--- src/rtl/bw_pkg.sv ---
package bw_pkg;

  // One-hot range codes held in the high configuration byte
  localparam logic [2:0] RNG_FULL    = 3'b100;
  localparam logic [2:0] RNG_HALF    = 3'b010;
  localparam logic [2:0] RNG_QUARTER = 3'b001;

  // Smallest window exponent allowed per range; illegal codes act as full scale
  function automatic logic [3:0] min_exp_for(input logic [2:0] rng);
    case (rng)
      RNG_HALF:    return 4'd2;
      RNG_QUARTER: return 4'd4;
      default:     return 4'd0;
    endcase
  endfunction

  // Cap at the implemented maximum first, then raise to the range floor
  function automatic logic [3:0] clamp_exp(input logic [3:0] req,
                                           input logic [2:0] rng,
                                           input logic [3:0] cap);
    logic [3:0] v;
    v = (req > cap) ? cap : req;
    if (v < min_exp_for(rng)) v = min_exp_for(rng);
    return v;
  endfunction

endpackage

--- src/rtl/bw_cfg_regs.sv ---
module bw_cfg_regs
  import bw_pkg::*;
#(
  parameter int                ADDR_W  = 8,
  parameter int                MAX_M   = 7,
  parameter logic [ADDR_W-1:0] LO_ADDR = 8'h38,
  parameter logic [ADDR_W-1:0] HI_ADDR = 8'h39
) (
  input  logic              clk,
  input  logic              rst,
  input  logic              wr_en,
  input  logic [ADDR_W-1:0] addr,
  input  logic [7:0]        wdata,
  output logic [7:0]        rdata,
  output logic [3:0]        exp_m
);

  localparam logic [3:0] EXP_CAP = 4'(MAX_M);
  localparam logic [3:0] EXP_RST = (MAX_M < 2) ? 4'(MAX_M) : 4'd2;

  logic       bw_flag;
  logic [2:0] rng;

  always_ff @(posedge clk) begin
    if (rst) begin
      exp_m   <= EXP_RST;
      bw_flag <= 1'b0;
      rng     <= RNG_FULL;
      rdata   <= 8'h00;
    end else begin
      if (wr_en && addr == LO_ADDR) begin
        exp_m   <= clamp_exp(wdata[3:0], rng, EXP_CAP);
        bw_flag <= wdata[7];
      end else if (wr_en && addr == HI_ADDR) begin
        rng   <= wdata[2:0];
        exp_m <= clamp_exp(exp_m, wdata[2:0], EXP_CAP);
      end
      case (addr)
        LO_ADDR: rdata <= {bw_flag, 3'b000, exp_m};
        HI_ADDR: rdata <= {5'b00000, rng};
        default: rdata <= 8'h00;
      endcase
    end
  end

  AST_EXP_CAP: assert property (@(posedge clk) disable iff (rst)
    exp_m <= EXP_CAP);
  AST_HALF_FLOOR: assert property (@(posedge clk) disable iff (rst)
    (rng == RNG_HALF) |-> (exp_m >= 4'd2 || EXP_CAP < 4'd2));
  AST_QUARTER_FLOOR: assert property (@(posedge clk) disable iff (rst)
    (rng == RNG_QUARTER) |-> (exp_m >= 4'd4 || EXP_CAP < 4'd4));
  AST_FOREIGN_WRITE: assert property (@(posedge clk) disable iff (rst)
    (wr_en && addr != LO_ADDR && addr != HI_ADDR)
      |=> ($stable(exp_m) && $stable(rng) && $stable(bw_flag)));

endmodule

--- src/rtl/bw_boxcar.sv ---
module bw_boxcar #(
  parameter int IN_W  = 16,
  parameter int MAX_M = 7
) (
  input  logic                          clk,
  input  logic                          rst,
  input  logic                          clr,
  input  logic [3:0]                    exp_m,
  input  logic                          in_valid,
  input  logic signed [IN_W-1:0]        in_data,
  output logic                          out_valid,
  output logic                          out_full,
  output logic signed [IN_W+MAX_M-1:0]  out_sum
);

  localparam int DEPTH = 1 << MAX_M;
  localparam int PTR_W = MAX_M;
  localparam int CNT_W = MAX_M + 1;
  localparam int SUM_W = IN_W + MAX_M;

  logic signed [IN_W-1:0]  hist [DEPTH];
  logic [PTR_W-1:0]        wptr;
  logic [PTR_W-1:0]        rptr;
  logic [CNT_W-1:0]        fill;
  logic [CNT_W-1:0]        span;
  logic signed [IN_W-1:0]  leaving;
  logic signed [SUM_W-1:0] acc;

  // Window length and the slot holding the sample that drops out
  always_comb begin
    span    = CNT_W'(1) << exp_m;
    rptr    = wptr - span[PTR_W-1:0];
    leaving = (fill >= span) ? hist[rptr] : '0;
  end

  // History storage: plain write port, no reset
  always_ff @(posedge clk) begin
    if (in_valid) hist[wptr] <= in_data;
  end

  always_ff @(posedge clk) begin
    if (rst || clr) begin
      wptr      <= '0;
      fill      <= '0;
      acc       <= '0;
      out_valid <= 1'b0;
      out_full  <= 1'b0;
    end else begin
      out_valid <= in_valid;
      if (in_valid) begin
        wptr     <= wptr + 1'b1;
        if (fill < span) fill <= fill + 1'b1;
        acc      <= acc + SUM_W'(in_data) - SUM_W'(leaving);
        out_full <= (fill + 1'b1 >= span);
      end
    end
  end

  assign out_sum = acc;

  AST_FILL_LIMIT: assert property (@(posedge clk) disable iff (rst || clr)
    fill <= span);
  AST_VALID_FOLLOWS: assert property (@(posedge clk) disable iff (rst)
    out_valid |-> $past(in_valid));

endmodule

--- src/rtl/rate_bartlett_filter.sv ---
module rate_bartlett_filter #(
  parameter int                DATA_W  = 16,
  parameter int                MAX_M   = 7,
  parameter int                ADDR_W  = 8,
  parameter logic [ADDR_W-1:0] LO_ADDR = 8'h38,
  parameter logic [ADDR_W-1:0] HI_ADDR = 8'h39
) (
  input  logic                     clk,
  input  logic                     rst,
  input  logic                     in_valid,
  input  logic signed [DATA_W-1:0] in_sample,
  input  logic                     reg_wr_en,
  input  logic [ADDR_W-1:0]        reg_addr,
  input  logic [7:0]               reg_wdata,
  output logic [7:0]               reg_rdata,
  output logic                     out_valid,
  output logic signed [DATA_W-1:0] out_sample
);

  localparam int SUM1_W = DATA_W + MAX_M;
  localparam int SUM2_W = SUM1_W + MAX_M;

  logic [3:0]               exp_m;
  logic [3:0]               exp_seen;
  logic                     clr;
  logic                     s1_valid, s1_full;
  logic signed [SUM1_W-1:0] s1_sum;
  logic                     s2_in_valid;
  logic                     s2_valid, s2_full;
  logic signed [SUM2_W-1:0] s2_sum;
  logic signed [SUM2_W-1:0] scaled;

  bw_cfg_regs #(
    .ADDR_W (ADDR_W),
    .MAX_M  (MAX_M),
    .LO_ADDR(LO_ADDR),
    .HI_ADDR(HI_ADDR)
  ) u_cfg (
    .clk  (clk),
    .rst  (rst),
    .wr_en(reg_wr_en),
    .addr (reg_addr),
    .wdata(reg_wdata),
    .rdata(reg_rdata),
    .exp_m(exp_m)
  );

  // A change of window exponent flushes both stages
  always_ff @(posedge clk) begin
    if (rst) exp_seen <= '0;
    else     exp_seen <= exp_m;
  end
  assign clr = (exp_m != exp_seen);

  bw_boxcar #(.IN_W(DATA_W), .MAX_M(MAX_M)) u_stage1 (
    .clk      (clk),
    .rst      (rst),
    .clr      (clr),
    .exp_m    (exp_m),
    .in_valid (in_valid),
    .in_data  (in_sample),
    .out_valid(s1_valid),
    .out_full (s1_full),
    .out_sum  (s1_sum)
  );

  // Second stage only sees sums taken over a complete first window
  assign s2_in_valid = s1_valid && s1_full;

  bw_boxcar #(.IN_W(SUM1_W), .MAX_M(MAX_M)) u_stage2 (
    .clk      (clk),
    .rst      (rst),
    .clr      (clr),
    .exp_m    (exp_m),
    .in_valid (s2_in_valid),
    .in_data  (s1_sum),
    .out_valid(s2_valid),
    .out_full (s2_full),
    .out_sum  (s2_sum)
  );

  assign scaled = s2_sum >>> {exp_m, 1'b0};

  always_ff @(posedge clk) begin
    if (rst) begin
      out_valid  <= 1'b0;
      out_sample <= '0;
    end else begin
      out_valid <= s2_valid && s2_full && !clr;
      if (s2_valid) out_sample <= scaled[DATA_W-1:0];
    end
  end

  AST_CLR_SILENCES: assert property (@(posedge clk) disable iff (rst)
    clr |=> !out_valid);
  AST_NO_OVERFLOW: assert property (@(posedge clk) disable iff (rst)
    (s2_valid && s2_full) |->
      ((scaled[SUM2_W-1:DATA_W-1] == '0) ||
       (scaled[SUM2_W-1:DATA_W-1] == '1)));

endmodule

--- config.mk ---
export PLATFORM = sky130hd
export DESIGN_NAME = rate_bartlett_filter
export DESIGN_NICKNAME = d
export VERILOG_FILES = /design/src/rtl/bw_pkg.sv /design/src/rtl/bw_cfg_regs.sv /design/src/rtl/bw_boxcar.sv /design/src/rtl/rate_bartlett_filter.sv
export SDC_FILE = /design/constraint.sdc
export NUM_CORES = 2
export LEC_CHECK = 0
export BUFFER_PORTS_ARGS = -buffer_cell sky130_fd_sc_hd__buf_2
export CORE_MARGIN = 3
export CORE_UTILIZATION = 38
export CTS_CLUSTER_DIAMETER = 50
export CTS_CLUSTER_SIZE = 14
export DETAILED_ROUTE_END_ITERATION = 16
export PLACE_DENSITY = 0.62
export SYNTH_ARGS = -nofsm -noshare
export SYNTH_HDL_FRONTEND = slang
export SYNTH_MEMORY_MAX_BITS = 65536
export SYNTH_SLANG_ARGS = --single-unit
--- constraint.sdc ---
create_clock -name clk -period 8.86 [get_ports clk]
set_input_delay 0.443 -clock clk [delete_from_list [all_inputs] [get_ports clk]]
set_output_delay 0.443 -clock clk [all_outputs]
set_load 0.03 [all_outputs]
==> impl_results.md <==
- DR DRC count: 0
- Commonest non-fill, non-tap cell in the layout: edfxtp_1
- Die area: 540000 um^2
- Rel. slew slack: 0.0892
- Final HPWL DP: 294000 um
- Max Freq: 0.118 GHz
- Max rail drop VDD: 0.000183 V
- Die W: 735 um
- First-pass GRT wire length: 719000 um
- Wire length per cell: 30.2 um
- Startpoint Class: flop
- R2r worst-path depth: 25
- Final wirelength: 505000 um
- Crit path max fanout: 32
- Worst-margin pin slew: 1.37 ns
- RePlAce Congestion: 0.887
- Post-synthesis instance area: 202000 um^2
- Main flop type after synthesis: edfxtp_1
- YS warnings: 0
- GRT overflow: 0
- Final hold vios: 0
- Status: finished clean
- Area contributors post-synth: edfxtp_1, mux4_2, dfxtp_1
- CTS buffer count: 446
- WP depth: 25
- Post-synth top area share: 0.742
- Fin util: 0.430
- Critical path buffers and inverters: 4
- Pin count of the biggest net entering global routing: 118
- Fraction of layout cells with a size suffix above 1: 0.305
- Port Buffers: 54
- Area Growth Syn to Fin: 12.7%
- Clock root cell: clkbuf_16
- I/O pin count: 61
- Mean post-synth cell area: 22.6 um^2
- Clock tree buffer depth: 4
- Worst Hold Class: input pin to flop
- Vias/cell: 5.71
- Die extent in y: 735 um
- Power Dens Cells: 207 nW/um^2
- Worst r2r src: u_cfg.exp_m[3]$_SDFFE_PP0P_
- Crit-path leading delay family: compound AO/OA/AOI/OAI gates
- Async S/R FF share, synth: 0
- Kind of critical path: flop to flop
- Hold Slack: 0.0681 ns
- Sequential element share of the synthesized area: 0.754
- Final Setup Violations: 0
- Req. time, crit path: 9.70 ns
- TritonCTS clock tree: built
- Initial Util: 0.382
- Post-synth EDFFs: 4992
- DR iter-0 viols: 12000
- DP Cell Count: 16000
- Post-synth cell types: 71
- CTS clock-pin slew for the worst setup and hold paths: 0.07 ns
- Number of global-route vias before repair: 97200
- Nets@finish: 9691
- Max incr delay on CP: 1.19 ns
- Final min period: 8.50 ns
- Leakage: 71.7 nW
- Slowest library cell on the worst path: fa_4
- Row count: 267
- Routed via count: 95600
- CTS Sinks: 5113
- Initial antenna violation count: 27
- First-pass iteration count of the detailed router: 6
- Area leader, netlist: edfxtp_1
- Overall routing resource usage: 0.183
- Final setup skew: 0.0642 ns
- R2r setup slk: 0.36 ns
- Synth Register Bits: 5113
- Clk Latency, worst-skew pair: 1.00 ns
- Crit share post-route: 0.959
- Number of nets still failing antenna checks after routing: 0
- Worst setup EP type: flop
- WHS Path Cells: 1
- Worst EP arrival: 9.33 ns
- Final cell count without fillers: 16700
- CP Launch Point: u_cfg.exp_m[3]$_SDFFE_PP0P_
- Htree depth: 5
- Overall power: 47.1 mW
- FF-to-FF End: u_stage2.out_sum[24]$_SDFFE_PP0P_
- Synth Instances: 8939
- Max Cap Viol: 0
- Fin. max-slew vios: 0
- Worst Setup EP: u_stage2.out_sum[24]$_SDFFE_PP0P_
- Unrepaired setup endpoints after global routing: false
- Most frequent cells in the layout: edfxtp_1, mux4_2, buf_4
- Setup tns final: 0 ns
- CP most frequent cell: o21ai_0
- Setup bufs post-CTS: 0
- Core area: 529000 um^2
## metal layers
| layer | part of all wire | vias up | track usage |
|---|---|---|---|
| met3 | 0.083 | 720 | 0.0328 |
| li1 | - | 38700 | - |
| met5 | 0.000022 | - | 0 |
| met1 | 0.40 | 51900 | 0.257 |
| met4 | 0.032 | 2 | 0.0537 |
| met2 | 0.48 | 4259 | 0.296 |
## sequential cells by signal, indices dropped and copies added (netlist names), 3 cells and up
signal and count:
u_stage2.hist 2944, u_cfg.rng 3, u_stage1.fill 8, u_cfg.exp_m 4
u_cfg.rdata 5, u_stage2.out_sum 30, u_stage1.hist 2048, u_stage2.fill 8
out_sample 16, u_stage1.wptr 7, u_stage2.wptr 7, u_stage1.out_sum 23
exp_seen 4
## logic make-up (layout without fill, tap and decap cells)
kind of cell | Yosys count | after routing | share of synthesized area
AOI/OAI and AO/OA | 399 | 399 | 0.0134
xor gates and xnor gates | 74 | 74 | 0.00328
adders and majority gates | 160 | 160 | 0.0119
buffers and inverters | 652 | 1440 | 0.0137
DFF | 5113 | 5113 | 0.754
and+or+nand+nor | 769 | 769 | 0.0169
muxes | 1771 | 1771 | 0.186
other | 1 | 8 | 0.0000186
## synth_stat cells, types with 37 or more instances
| master | number |
|---|---|
| nand3_1 | 59 |
| o21ai_0 | 71 |
| dfxtp_1 | 121 |
| buf_1 | 45 |
| nand2_1 | 132 |
| clkbuf_1 | 252 |
| mux2_2 | 57 |
| edfxtp_1 | 4992 |
| nor3_1 | 44 |
| inv_1 | 174 |
| ha_1 | 107 |
| mux4_2 | 1585 |
| xor2_1 | 37 |
| a21oi_1 | 99 |
| nor2b_1 | 38 |
| nor2_1 | 392 |
| mux2i_1 | 129 |
| buf_2 | 156 |
| fa_1 | 53 |
## worst min path at each step
stage | from | end | slack, ns
floorplan | u_cfg.bw_flag$_SDFFE_PP0P_ | u_cfg.bw_flag$_SDFFE_PP0P_ | 0.43
global placement | u_cfg.bw_flag$_SDFFE_PP0P_ | u_cfg.bw_flag$_SDFFE_PP0P_ | 0.44
detailed placement | u_stage2.out_sum[0]$_SDFFE_PP0P_ | u_stage2.out_sum[0]$_SDFFE_PP0P_ | 0.45
CTS | in_sample[2] | u_stage1.hist[123][2]$_DFFE_PP_ | 0.003
global route | in_sample[2] | u_stage1.hist[123][2]$_DFFE_PP_ | 0.08
finish | in_sample[2] | u_stage1.hist[123][2]$_DFFE_PP_ | 0.07
## repair_timing
action                                 CTS  global route
hold buffers                            29             0
setup endpoints to repair                0             2
endpoints found under the hold margin  412             0
resized for setup                        0             1
## area by class of cell
type / instances / area [um^2]
Inverter: 176 / 661
Multi-Input combinational cell: 3176 / 47400
Antenna cell: 5 / 12.5
Clock buffer: 545 / 11800
Tap cell: 6994 / 8750
Clock inverter: 137 / 1490
Sequential cell: 5113 / 152000
Timing Repair Buffer: 582 / 4970
Fill cell: 44700 / 302000
## report_power, final
| part | leakage [nW] | total [mW] | internal (mW) | switching [mW] |
|---|---|---|---|---|
| registers | 45.7 | 26.9 | 26.7 | 0.185 |
| clock network | 6.43 | 18.4 | 9.87 | 8.51 |
| logic | 19.6 | 1.81 | 0.632 | 1.18 |
| total | 71.7 | 47.1 | 37.2 | 9.87 |
## metrics by stage
stage / instance area [um^2] / setup slack [ns]
floorplan: 202000 / 1.63
global placement: 214000 / 0.261
detailed placement: 214000 / 0.354
CTS: 227000 / 0.326
global route: 227000 / 0.131
finish: 227000 / 0.365
(Power assumes the default switching activity.)
